[src/rtl/kis_pkg.sv]
package kis_pkg;

    typedef enum logic [1:0] {
        SQ_ISSUE,   // wait for an idle transmitter, then load
        SQ_WAIT,    // count ticks after a load
        SQ_IDLE,    // script complete, waiting for an LED request
        SQ_HALT     // transmitter failure, frozen until reset
    } sq_state_e;

    typedef struct packed {
        logic [7:0] code;       // byte to hand to the transmitter
        logic       settle;     // wait uses the settle count instead of the gap
        logic       phase_end;  // last byte of its phase
    } step_t;

    localparam logic [7:0] CMD_RESTORE    = 8'hF6;
    localparam logic [7:0] CMD_SELECT_SET = 8'hF0;
    localparam logic [7:0] ARG_SET2       = 8'h02;
    localparam logic [7:0] CMD_SET_LEDS   = 8'hED;

    localparam int STEP_W = 3;
    localparam logic [STEP_W-1:0] STEP_FIRST     = 3'd0;
    localparam logic [STEP_W-1:0] STEP_INIT_LAST = 3'd2;
    localparam logic [STEP_W-1:0] STEP_LED_FIRST = 3'd3;

    function automatic step_t step_lookup(input logic [STEP_W-1:0] idx,
                                          input logic [7:0] led_arg);
        step_t s;
        case (idx)
            3'd0:    s = '{code: CMD_RESTORE,    settle: 1'b0, phase_end: 1'b0};
            3'd1:    s = '{code: CMD_SELECT_SET, settle: 1'b0, phase_end: 1'b0};
            3'd2:    s = '{code: ARG_SET2,       settle: 1'b1, phase_end: 1'b1};
            3'd3:    s = '{code: CMD_SET_LEDS,   settle: 1'b0, phase_end: 1'b0};
            3'd4:    s = '{code: led_arg,        settle: 1'b0, phase_end: 1'b1};
            default: s = '{code: 8'h00,          settle: 1'b0, phase_end: 1'b1};
        endcase
        return s;
    endfunction

endpackage

[src/rtl/kis_tick_timer.sv]
module kis_tick_timer #(
    parameter int W = 3
) (
    input  logic         clk,
    input  logic         rst,
    input  logic         run,
    input  logic         tick,
    input  logic [W-1:0] target,
    output logic         reached
);
    logic [W-1:0] cnt;

    always_ff @(posedge clk) begin
        if (rst || !run) begin
            cnt <= '0;
        end else if (tick) begin
            cnt <= cnt + 1'b1;
        end
    end

    // The pulse that completes the count ends the wait in the same clock.
    assign reached = run && tick && (cnt == target - 1'b1);
endmodule

[src/rtl/kis_req_hold.sv]
module kis_req_hold (
    input  logic clk,
    input  logic rst,
    input  logic req,
    input  logic take,
    output logic pending
);
    always_ff @(posedge clk) begin
        if (rst) begin
            pending <= 1'b0;
        end else begin
            // A request in the cycle it is taken survives as a new one.
            pending <= (pending && !take) || req;
        end
    end
endmodule

[src/rtl/kis_step_rom.sv]
module kis_step_rom
    import kis_pkg::*;
#(
    parameter logic [7:0] LED_ARG = 8'h02
) (
    input  logic [STEP_W-1:0] idx,
    output step_t             step
);
    always_comb begin
        step = step_lookup(idx, LED_ARG);
    end
endmodule

[src/rtl/kbd_init_seq.sv]
module kbd_init_seq
    import kis_pkg::*;
#(
    parameter int         GAP_TICKS    = 2,
    parameter int         SETTLE_TICKS = 5,
    parameter logic [7:0] LED_ARG      = 8'h02
) (
    input  logic       clk,
    input  logic       rst,
    input  logic       tick,
    input  logic       tx_busy,
    input  logic       tx_error,
    input  logic       led_request,
    output logic [7:0] tx_byte,
    output logic       tx_load,
    output logic       init_done,
    output logic       init_error
);
    localparam int TMAX  = (GAP_TICKS > SETTLE_TICKS) ? GAP_TICKS : SETTLE_TICKS;
    localparam int CNT_W = $clog2(TMAX + 1);
    localparam logic [CNT_W-1:0] GAP_T    = CNT_W'(GAP_TICKS);
    localparam logic [CNT_W-1:0] SETTLE_T = CNT_W'(SETTLE_TICKS);

    sq_state_e         state;
    logic [STEP_W-1:0] idx;
    step_t             cur;
    logic              reached;
    logic              pending;
    logic              running;
    logic [CNT_W-1:0]  target;

    kis_step_rom #(.LED_ARG(LED_ARG)) u_rom (
        .idx  (idx),
        .step (cur)
    );

    assign target = cur.settle ? SETTLE_T : GAP_T;

    kis_tick_timer #(.W(CNT_W)) u_timer (
        .clk     (clk),
        .rst     (rst),
        .run     (state == SQ_WAIT),
        .tick    (tick),
        .target  (target),
        .reached (reached)
    );

    kis_req_hold u_req (
        .clk     (clk),
        .rst     (rst),
        .req     (led_request),
        .take    (state == SQ_IDLE),
        .pending (pending)
    );

    assign running = (state == SQ_ISSUE) || (state == SQ_WAIT);

    always_ff @(posedge clk) begin
        if (rst) begin
            state      <= SQ_ISSUE;
            idx        <= STEP_FIRST;
            tx_byte    <= 8'h00;
            tx_load    <= 1'b0;
            init_done  <= 1'b0;
            init_error <= 1'b0;
        end else begin
            tx_load <= 1'b0;
            if (running && tx_error) begin
                state      <= SQ_HALT;
                init_error <= 1'b1;
                init_done  <= 1'b0;
            end else begin
                case (state)
                    SQ_ISSUE: begin
                        if (!tx_busy) begin
                            tx_byte <= cur.code;
                            tx_load <= 1'b1;
                            state   <= SQ_WAIT;
                        end
                    end
                    SQ_WAIT: begin
                        if (reached) begin
                            if (cur.phase_end) begin
                                if (idx == STEP_INIT_LAST) begin
                                    init_done <= 1'b1;
                                end
                                state <= SQ_IDLE;
                            end else begin
                                idx   <= idx + 1'b1;
                                state <= SQ_ISSUE;
                            end
                        end
                    end
                    SQ_IDLE: begin
                        if (pending) begin
                            idx   <= STEP_LED_FIRST;
                            state <= SQ_ISSUE;
                        end
                    end
                    default: begin
                        state <= SQ_HALT;
                    end
                endcase
            end
        end
    end
endmodule

[config.mk]
export PLATFORM = sky130hd
export DESIGN_NAME = kbd_init_seq
export DESIGN_NICKNAME = d
export VERILOG_FILES = /design/src/rtl/kis_pkg.sv /design/src/rtl/kis_tick_timer.sv /design/src/rtl/kis_req_hold.sv /design/src/rtl/kis_step_rom.sv /design/src/rtl/kbd_init_seq.sv
export SDC_FILE = /design/constraint.sdc
export NUM_CORES = 1
export LEC_CHECK = 0
export BUFFER_PORTS_ARGS = -buffer_cell sky130_fd_sc_hd__buf_2
export CAP_MARGIN = 20
export CORE_UTILIZATION = 48
export CTS_CLUSTER_SIZE = 30
export DETAILED_ROUTE_END_ITERATION = 6
export GPL_TIMING_DRIVEN = 0
export PLACE_DENSITY_LB_ADDON = 0.25
export SLEW_MARGIN = 20
export SYNTH_ARGS = -nofsm -noshare
export SYNTH_HDL_FRONTEND = slang
export SYNTH_SLANG_ARGS = --single-unit
[constraint.sdc]
create_clock -name clk -period 2.05 [get_ports clk]
set_clock_uncertainty 0.2 [all_clocks]
set_input_delay 0.615 -clock clk [delete_from_list [all_inputs] [get_ports clk]]
set_output_delay 0.615 -clock clk [all_outputs]
set_load 0.02 [all_outputs]
==> results.json, run 1 <==
{
  "status": "complete, no violations",
  "drt-met1-wl_um": 908,
  "met2WireLength_um": 956,
  "final_nets": 150,
  "vias_per_cell": 5.297,
  "wl_um": 1952,
  "power.share.clock": 0.136,
  "clockBufferDepth": 2,
  "fin_area_um2": 1184,
  "worst_min_delay_path_class": "flop to flop",
  "finalWeightedCongestion": 0.7795,
  "critical_path_class": "flop to flop",
  "port_bufs": 16,
  "crit_path_start_kind": "flop",
  "route.met3.wl_um": 49,
  "placement.cell_area_um2": 1075,
  "grt_pass1_vias": 738,
  "antenna_found_initial": 0,
  "fin_worst_hold_slack_ns": 0.2830,
  "finalSetupViolations": 0,
  "worst-r2r-setup-slack_ns": 0.08,
  "commonest_non_fill_non_tap_cells_in_the_layout": "20 x sky130_fd_sc_hd__nor2_1, 16 x sky130_fd_sc_hd__buf_2, 14 x sky130_fd_sc_hd__dfxtp_1",
  "final_max_slew_viol_count": 0,
  "achievable-frequency_ghz": 0.5067,
  "die-area_um2": 2190,
  "final-seq-area_um2": 349.1,
  "die_y_um": 46.80,
  "grt_first_pass_wirelength_um": 3105,
  "antenna_cells": 0,
  "overflow": 0,
  "timing.setup.tns_ns": 0,
  "tightestPinTransition_ns": 0.4958,
  "highest_routed_metal_layer": "met4",
  "htree_levels": 1,
  "ioPinCount": 17,
  "power.share.switching": 0.4262,
  "worstSetupEndpointType": "flop",
  "synthTopCellsByArea": "sky130_fd_sc_hd__dfxtp_1 35%, sky130_fd_sc_hd__ha_1 13%, sky130_fd_sc_hd__nor2_1 7.8%",
  "nFillCells": 155,
  "cap_violations": 0,
  "post-route-drc-count": 0,
  "power.ir.vdd_worst_mv": 0.7660,
  "floorplan.rows": 15,
  "detailroute.via_count": 837,
  "layout_worst_path_cycle_share": 0.9627,
  "sequentialPowerShare": 0.330,
  "tritoncts.num_buffers": 3,
  "die_w_um": 46.80,
  "initial_core_util": 0.5347,
  "cts_tree": "done",
  "comb_power_share": 0.534,
  "drt_pass1_iterations": 4,
  "initialDrtViolationCount": 9,
  "worst_r2r_path_depth": 7,
  "syn_avg_cell_area_um2": 8.758,
  "synth_largest_type_area_fraction": 0.3532,
  "ys_warn_count": 0,
  "clk_pin_slew_worst_paths_ns": 0.11,
  "synth_cell_type_count": 32,
  "timing.final.hold_violations": 0,
  "synth_cells": 110,
  "layout-area-overhead-vs-synth_pct": 22.86,
  "max_slew_margin": 0.6695,
  "p_per_area_nw_per_um2": 1162,
  "cts_hold_repair_buffers": 0,
  "grt_use_total": 0.2033,
  "period_needed_ns": 1.974,
  "crit_end": "idx[0]",
  "post_drt_wl_per_cell_um": 12.35,
  "synth-seq-area-share": 0.3532,
  "p_int_mw": 0.7894,
  "critical_register_to_register_path_startpoint": "idx[0]",
  "p_switching_mw": 0.5864,
  "coreArea_um2": 1802,
  "mostFrequentLayoutCell": "sky130_fd_sc_hd__nor2_1",
  "dpl.hpwl_um": 1502,
  "ffs_latches_synth": 17,
  "cts.root.buffer_cell": "sky130_fd_sc_hd__clkbuf_4",
  "worstSetupStartpoint": "idx[0]",
  "mappedNetlistNets": 126,
  "clock_insertion_delay_worst_skew_ns": 0.30,
  "worst-endpoint-required_ns": 2.04,
  "largest_net_degree_at_the_start_of_global_routing": 11,
  "timing.critical_path.arrival_ns": 1.97,
  "regToRegEndpoint": "idx[0]",
  "multiInputGateArea_um2": 620.6,
  "leakagePower_nw": 0.5063,
  "cts.sink_count": 17,
  "critPathMaxFanout": 5,
  "post_route_cells_drive_above_1_share": 0.3459,
  "synth_area_um2": 963.4,
  "drtAntennaViolNets": 0,
  "yosysTopAreaCell": "sky130_fd_sc_hd__dfxtp_1"
}
==> how the worst min path moves through the flow <==
stage / cells past startpoint / slack, ns / to / start
2_1_floorplan: 2 / 0.26 / u_req.pending / u_req.pending
3_3_place_gp: 2 / 0.25 / init_error / init_error
3_5_place_dp: 2 / 0.25 / init_error / init_error
4_1_cts: 2 / 0.28 / init_error / init_error
5_1_grt: 2 / 0.32 / init_error / init_error
6_report: 2 / 0.28 / tx_byte[3] / tx_byte[3]
==> repair_timing <==
item / in CTS / in global routing
resized for setup: 6 / 10
pin swaps: 1 / 5
setup buffers: 0 / 3
endpoints found under the setup margin: 5 / 5
==> logic make-up after synthesis <==
logic type	count (synthesis)	share of synthesized area
simple gates	42	0.2221
compound gates	26	0.2013
flops	17	0.3533
buf+inv	11	0.05455
fa+ha+maj	10	0.1299
xor+xnor	2	0.01819
mux	2	0.02078
==> metrics by stage <==
stage	worst slack, ns	total power [mW]	utilization	cells
6_report	0.07643	1.376	0.6569	158
5_1_grt	-0.006469	1.488	0.6569	158
4_1_cts	0.008234	1.292	0.6208	155
3_3_place_gp	0.01334	1.053	0.5965	151
2_1_floorplan	0.1168	0.9425	-	110
3_5_place_dp	-0.08284	1.084	0.5965	151
==> flip-flops by register name (all words and copies together) (netlist names) <==
| signal | count |
|---|---|
| idx | 3 |
| init_done | 1 |
| init_error | 1 |
| state | 2 |
| tx_byte | 5 |
| tx_load | 1 |
| u_req.pending | 1 |
| u_timer.cnt | 3 |
==> synthesized netlist by cell type <==
cell type,instances
sky130_fd_sc_hd__a211oi_1,1
sky130_fd_sc_hd__a211oi_2,1
sky130_fd_sc_hd__a21o_2,1
sky130_fd_sc_hd__a21oi_1,7
sky130_fd_sc_hd__a21oi_2,1
sky130_fd_sc_hd__a221o_1,1
sky130_fd_sc_hd__a311oi_1,5
sky130_fd_sc_hd__a31o_1,1
sky130_fd_sc_hd__and2_1,1
sky130_fd_sc_hd__and2b_1,1
sky130_fd_sc_hd__and2b_2,2
sky130_fd_sc_hd__buf_4,3
sky130_fd_sc_hd__clkbuf_1,1
sky130_fd_sc_hd__dfxtp_1,17
sky130_fd_sc_hd__ha_1,10
sky130_fd_sc_hd__inv_1,7
sky130_fd_sc_hd__mux2i_1,2
sky130_fd_sc_hd__nand2_1,5
sky130_fd_sc_hd__nand2b_1,1
sky130_fd_sc_hd__nand2b_2,1
sky130_fd_sc_hd__nand3_1,1
sky130_fd_sc_hd__nand3_2,1
sky130_fd_sc_hd__nor2_1,20
sky130_fd_sc_hd__nor2b_4,1
sky130_fd_sc_hd__nor3_1,7
sky130_fd_sc_hd__o21a_1,1
sky130_fd_sc_hd__o21ai_0,5
sky130_fd_sc_hd__o21ai_1,1
sky130_fd_sc_hd__o31ai_4,1
sky130_fd_sc_hd__or4b_1,1
sky130_fd_sc_hd__xnor2_1,1
sky130_fd_sc_hd__xor2_1,1
==> critical path, stage by stage, from the launching register on <==
cell and delay (ns):
sky130_fd_sc_hd__dfxtp_4 0.37, sky130_fd_sc_hd__inv_1 0.06, sky130_fd_sc_hd__ha_2 0.19, sky130_fd_sc_hd__nor2b_4 0.15, sky130_fd_sc_hd__mux2i_4 0.21, sky130_fd_sc_hd__o31ai_4 0.35
sky130_fd_sc_hd__a21oi_1 0.12, sky130_fd_sc_hd__a311oi_1 0.22
==> layout make-up <==
| class | instances | share of cell area |
|---|---|---|
| Multi-Input combinational cell | 82 | 0.5243 |
| Clock inverter | 1 | 0.004228 |
| Timing Repair Buffer | 19 | 0.08668 |
| Tap cell | 25 | 0.02643 |
| Inverter | 7 | 0.02220 |
| Clock buffer | 3 | 0.01903 |
| Sequential cell | 17 | 0.2949 |
| Buffer | 4 | 0.02220 |
==> metal layers <==
metal  global-route usage  vias to the layer above
li1                     -                      428
met1               0.2618                      386
met2               0.3361                       18
met3              0.03462                        5
met4              0.08571                        0
met5                    0                        -
==> power groups by stage <==
stage | sequential, mW | combinational (mW) | clock (mW)
floorplan | 0.468 | 0.474 | 0
global placement | 0.445 | 0.608 | 0
detailed placement | 0.453 | 0.631 | 0
CTS | 0.449 | 0.655 | 0.189
global route | 0.465 | 0.819 | 0.204
finish | 0.454 | 0.735 | 0.187
Note: power is estimated with default switching activity, not from simulation.
==> run 2: changes to the inputs <==
--- a/config.mk
+++ b/config.mk
@@ -7,6 +7,7 @@
 export LEC_CHECK = 0
 export BUFFER_PORTS_ARGS = -buffer_cell sky130_fd_sc_hd__buf_2
 export CAP_MARGIN = 20
+export CORE_ASPECT_RATIO = 0.7
 export CORE_UTILIZATION = 48
 export CTS_CLUSTER_SIZE = 30
 export DETAILED_ROUTE_END_ITERATION = 6
==> results.json, run 2 (synthesized netlist as in run 1, its figures left out) <==
{
  "overflow": 0,
  "fin_area_um2": 1191,
  "finalWeightedCongestion": 0.8145,
  "cts_hold_repair_buffers": 0,
  "final_nets": 149,
  "crit_path_start_kind": "flop",
  "hold-path-cell-count": 2,
  "grt_pass1_vias": 733,
  "regToRegEndpoint": "idx[2]",
  "antenna_cells": 0,
  "ioPinCount": 17,
  "vias_per_cell": 5.779,
  "finalSetupViolations": 0,
  "initial_core_util": 0.5151,
  "layout-area-overhead-vs-synth_pct": 23.64,
  "post-place-ws_ns": -0.06443,
  "tightestPinTransition_ns": 0.5108,
  "clock_insertion_delay_worst_skew_ns": 0.29,
  "grt_use_total": 0.2048,
  "period_needed_ns": 1.981,
  "critical_path.slowest_cell": "sky130_fd_sc_hd__or4b_4",
  "tritoncts.num_buffers": 3,
  "critical_path_class": "flop to flop",
  "timing.hold.worst.start": "tx_byte[3]",
  "htree_levels": 1,
  "worst-endpoint-required_ns": 2.09,
  "post_route_cells_drive_above_1_share": 0.3561,
  "largest-register": "tx_byte",
  "critical_register_to_register_path_startpoint": "idx[1]",
  "final_max_slew_viol_count": 0,
  "die_w_um": 55.55,
  "cts.root.buffer_cell": "sky130_fd_sc_hd__clkbuf_4",
  "postLayoutCoreUtil": 0.6368,
  "detailroute.via_count": 890,
  "post-route-drc-count": 2,
  "cap_violations": 0,
  "worst_r2r_path_depth": 7,
  "p_per_area_nw_per_um2": 1202,
  "timing.final.hold_violations": 0,
  "leakagePower_nw": 0.5026,
  "nFillCells": 164,
  "initialDrtViolationCount": 28,
  "placement.cell_area_um2": 1071,
  "max_slew_margin": 0.6594,
  "largestRegisters": "tx_byte x5, idx x3, u_timer.cnt x3",
  "cts_tree": "done",
  "power.ir.vdd_worst_mv": 0.7302,
  "violations": "DRC",
  "grt_first_pass_wirelength_um": 3339,
  "worstSetupEndpointType": "flop",
  "die-area_um2": 2193,
  "cts.sink_count": 17,
  "commonest_non_fill_non_tap_cells_in_the_layout": "20 x sky130_fd_sc_hd__nor2_1, 16 x sky130_fd_sc_hd__buf_2, 14 x sky130_fd_sc_hd__dfxtp_1, 7 x sky130_fd_sc_hd__nor3_1, 7 x sky130_fd_sc_hd__a21oi_1",
  "clk_pin_slew_worst_paths_ns": 0.10,
  "cp_cell_instances": "inv_1, ha_1, or4b_4, nand3_2, a21oi_4, a211oi_2, a31o_1",
  "timing.critical_path.arrival_ns": 2.02,
  "worst_slack_ns": 0.06937,
  "wl_um": 2073,
  "antenna_found_initial": 0,
  "post_drt_wl_per_cell_um": 13.46,
  "critical_path.max_stage_delay_ns": 0.56,
  "port_bufs": 16,
  "floorplan.rows": 13,
  "worst_min_delay_path_class": "flop to flop",
  "worst-r2r-setup-slack_ns": 0.07,
  "mostFrequentLayoutCell": "sky130_fd_sc_hd__nor2_1",
  "critPathMaxFanout": 5,
  "drt_pass1_iterations": 6,
  "largest_net_degree_at_the_start_of_global_routing": 11,
  "drtAntennaViolNets": 0,
  "dpl.hpwl_um": 1516,
  "clockBufferDepth": 2,
  "die_y_um": 39.49,
  "hold_end": "tx_byte[3]",
  "largest_reg_flops": 5,
  "achievable-frequency_ghz": 0.5049,
  "layout_worst_path_cycle_share": 0.9662,
  "status": "complete, but fails checks",
  "coreArea_um2": 1871
}
==> run 2: cell type report <==
class                      count  area, um2  area share
buffer                         4      26.28     0.02206
clock buffer                   4      26.28     0.02206
inverter                       7      26.28     0.02206
multi-input combinational     82      640.6      0.5378
sequential                    17      349.1      0.2931
tap                           22      27.53     0.02311
timing repair buffer          18      95.09     0.07983
==> run 2: metrics by stage <==
step / instances / hold slack [ns] / setup TNS (ns) / power (mW)
finish: 154 / 0.2758 / 0 / 1.432
global route: 154 / 0.3018 / -0.008600 / 1.531
CTS: 152 / 0.2790 / 0 / 1.316
detailed placement: 148 / 0.2649 / -0.1392 / 1.092
global placement: 148 / 0.2472 / -0.004195 / 1.064
floorplan: 110 / 0.2646 / 0 / 0.9425
==> run 2: how the worst max path moves through the flow <==
| stage | startpoint | endpoint | slack [ns] | cells after the start |
|---|---|---|---|---|
| 2_1_floorplan | idx[0] | idx[2] | 0.12 | 7 |
| 5_1_grt | idx[0] | state[1] | -0.008 | 7 |
| 3_5_place_dp | idx[0] | state[1] | -0.06 | 7 |
| 6_report | idx[1] | idx[2] | 0.07 | 7 |
| 3_3_place_gp | idx[0] | idx[2] | -0.004 | 7 |
| 4_1_cts | idx[0] | state[1] | 0.02 | 7 |
==> run 2: worst max-delay path: cells and delay by family, from the launching register on <==
| family | cells | cell delay (ns) |
|---|---|---|
| buf+inv | 1 | 0.06 |
| fa+ha+maj | 1 | 0.21 |
| compound gates | 3 | 0.39 |
| simple gates | 2 | 0.69 |
| flops | 1 | 0.38 |
==> run 2: what timing repair did <==
action | in CTS | in global routing
endpoints found under the hold margin | 0 | 0
resized for setup | 8 | 14
buffers inserted | 0 | 2
setup endpoints to repair | 5 | 6
pin swaps | 0 | 3
==> run 2: routing by layer <==
layer	up-vias	part of all wire	GRT usage
li1	428	-	-
met4	0	0.0068	0.06250
met3	4	0.068	0.07921
met1	426	0.44	0.2441
met2	32	0.48	0.3494
met5	-	0	0
==> run 2: power breakdown <==
part / internal (mW) / total [mW] / switching [mW]
combinational: 0.336 / 0.790 / 0.454
sequential: 0.402 / 0.459 / 0.0575
clock: 0.0757 / 0.183 / 0.107
total: 0.813 / 1.43 / 0.618
==> run 3: changes to the inputs <==
==> constraint.sdc (replaced) <==
create_clock -name clk -period 2.05 [get_ports clk]
set_clock_uncertainty 0.2 [all_clocks]
set_input_delay 0 -clock clk [delete_from_list [all_inputs] [get_ports clk]]
set_output_delay 0 -clock clk [all_outputs]
set_load 0.02 [all_outputs]
==> results.json, run 3 (synthesized netlist as in run 1, its figures left out) <==
{
  "post_route_cells_drive_above_1_share": 0.3406,
  "critical_path_class": "flop to flop",
  "regToRegEndpoint": "idx[2]",
  "finalWeightedCongestion": 0.8145,
  "report.power.total_mw": 1.448,
  "placed_cells": 148,
  "ioPinCount": 17,
  "power.share.clock": 0.126,
  "violations": "DRC",
  "sequentialPowerShare": 0.318,
  "worst_slack_ns": 0.07872,
  "finalSetupViolations": 0,
  "die-area_um2": 2193,
  "post_drt_wl_per_cell_um": 13.92,
  "timing.critical_path.arrival_ns": 2.02,
  "postLayoutCoreUtil": 0.6689,
  "post-place-ws_ns": -0.06443,
  "timing.final.hold_violations": 0,
  "p_int_mw": 0.8216,
  "grt_first_pass_wirelength_um": 3588,
  "tightestPinTransition_ns": 0.5242,
  "placement.cell_area_um2": 1071,
  "power.share.switching": 0.4325,
  "antenna_found_initial": 0,
  "wl_um": 2227,
  "cts.sink_count": 17,
  "initialDrtViolationCount": 19,
  "max_slew_margin": 0.6505,
  "comb_power_share": 0.557,
  "commonest_non_fill_non_tap_cells_in_the_layout": "20 x sky130_fd_sc_hd__nor2_1, 16 x sky130_fd_sc_hd__buf_2, 14 x sky130_fd_sc_hd__dfxtp_1, 7 x sky130_fd_sc_hd__nor3_1, 7 x sky130_fd_sc_hd__a21oi_1",
  "grt_use_total": 0.2197,
  "clk_pin_slew_worst_paths_ns": 0.10,
  "cts_tree": "done",
  "critPathMaxFanout": 5,
  "coreArea_um2": 1871,
  "detailroute.via_count": 907,
  "crit_path_start_kind": "flop",
  "final_cells": 160,
  "worst_r2r_path_depth": 7,
  "p_per_area_nw_per_um2": 1157,
  "nFillCells": 163,
  "overflow": 0,
  "timing.hold.worst.start": "tx_byte[3]",
  "drtAntennaViolNets": 0,
  "antenna_cells": 0,
  "tritoncts.num_buffers": 3,
  "floorplan.rows": 13,
  "power.ir.vdd_worst_mv": 0.6615,
  "largest_reg_flops": 5,
  "die_w_um": 55.55,
  "worst-endpoint-required_ns": 2.09,
  "post-route-drc-count": 2,
  "clockBufferDepth": 2,
  "die_y_um": 39.49,
  "dpl.hpwl_um": 1516,
  "vias_per_cell": 5.669,
  "worst-r2r-setup-slack_ns": 0.08,
  "largest_net_degree_at_the_start_of_global_routing": 11,
  "cap_violations": 0,
  "final_nets": 155,
  "period_needed_ns": 1.971,
  "cts.root.buffer_cell": "sky130_fd_sc_hd__clkbuf_4",
  "largestRegisters": "tx_byte x5, idx x3, u_timer.cnt x3",
  "p_switching_mw": 0.6261,
  "critical_register_to_register_path_startpoint": "idx[1]",
  "port_bufs": 16,
  "worst_min_delay_path_class": "flop to flop",
  "layout-area-overhead-vs-synth_pct": 29.87,
  "final_max_slew_viol_count": 0,
  "grt_pass1_vias": 807,
  "initial_core_util": 0.5151,
  "hold_end": "tx_byte[3]",
  "htree_levels": 1,
  "layout_worst_path_cycle_share": 0.9616,
  "drt_pass1_iterations": 6,
  "largest-register": "tx_byte",
  "hold-path-cell-count": 2,
  "clock_insertion_delay_worst_skew_ns": 0.29,
  "leakagePower_nw": 0.5290,
  "fin_area_um2": 1251,
  "status": "complete, but fails checks",
  "achievable-frequency_ghz": 0.5073,
  "worstSetupEndpointType": "flop",
  "mostFrequentLayoutCell": "sky130_fd_sc_hd__nor2_1"
}
run 3: cell count changes in the layout (fill, tap and decap cells not counted):
cell / change
sky130_fd_sc_hd__dlygate4sd3_1: +6
run 3: metrics by stage:
step	hold slack, ns	TNS (ns)
6_report	0.2757	0
5_1_grt	0.2877	-0.02009
4_1_cts	0.2778	0
3_5_place_dp	0.05567	-0.1392
3_3_place_gp	0.008022	-0.004195
2_1_floorplan	-0.1279	0
run 3: critical path: stages (launching register included):
cell                       delay, ns
sky130_fd_sc_hd__dfxtp_4        0.38
sky130_fd_sc_hd__inv_1          0.06
sky130_fd_sc_hd__ha_1           0.21
sky130_fd_sc_hd__or4b_4         0.56
sky130_fd_sc_hd__nand3_2        0.12
sky130_fd_sc_hd__a21oi_4        0.05
sky130_fd_sc_hd__a211oi_2       0.21
sky130_fd_sc_hd__a31o_1         0.12
run 3: per-layer routing:
layer / share of wire / vias to the layer above / global-route usage
li1: - / 439 / -
met1: 0.43 / 431 / 0.2441
met2: 0.50 / 35 / 0.4066
met3: 0.065 / 2 / 0.07921
met4: 0.0040 / 0 / 0.06875
met5: 0 / - / 0
run 3: area by class of cell:
type / instances / area [um2] / area share
plain buffers: 4 / 26.28 / 0.02100
clock buffers: 4 / 26.28 / 0.02100
inverters: 7 / 26.28 / 0.02100
multi-input cells: 82 / 640.6 / 0.5120
flip-flops and latches: 17 / 349.1 / 0.2790
well taps: 22 / 27.53 / 0.02200
repair buffers: 24 / 155.1 / 0.1240
run 3: repair_timing:
item / in CTS / in global routing
setup endpoints to repair: 5 / 6
buffers inserted: 0 / 2
pin swaps: 0 / 3
endpoints found under the hold margin: 13 / 0
gates resized for setup: 8 / 14
hold buffers: 6 / 0
run 3: power by group through the flow:
stage | registers (mW) | logic [mW] | clock network (mW)
2_1_floorplan | 0.468 | 0.474 | 0
3_3_place_gp | 0.446 | 0.618 | 0
3_5_place_dp | 0.449 | 0.643 | 0
4_1_cts | 0.446 | 0.691 | 0.188
5_1_grt | 0.470 | 0.881 | 0.204
6_report | 0.460 | 0.806 | 0.182
run 3: worst max-delay path by stage:
stage | from | endpoint | slack, ns | cells past startpoint
floorplan | idx[0] | idx[2] | 0.12 | 7
CTS | idx[0] | state[1] | 0.02 | 7
finish | idx[1] | idx[2] | 0.08 | 7
global placement | idx[0] | idx[2] | -0.004 | 7
detailed placement | idx[0] | state[1] | -0.06 | 7
global route | idx[0] | state[1] | -0.02 | 7
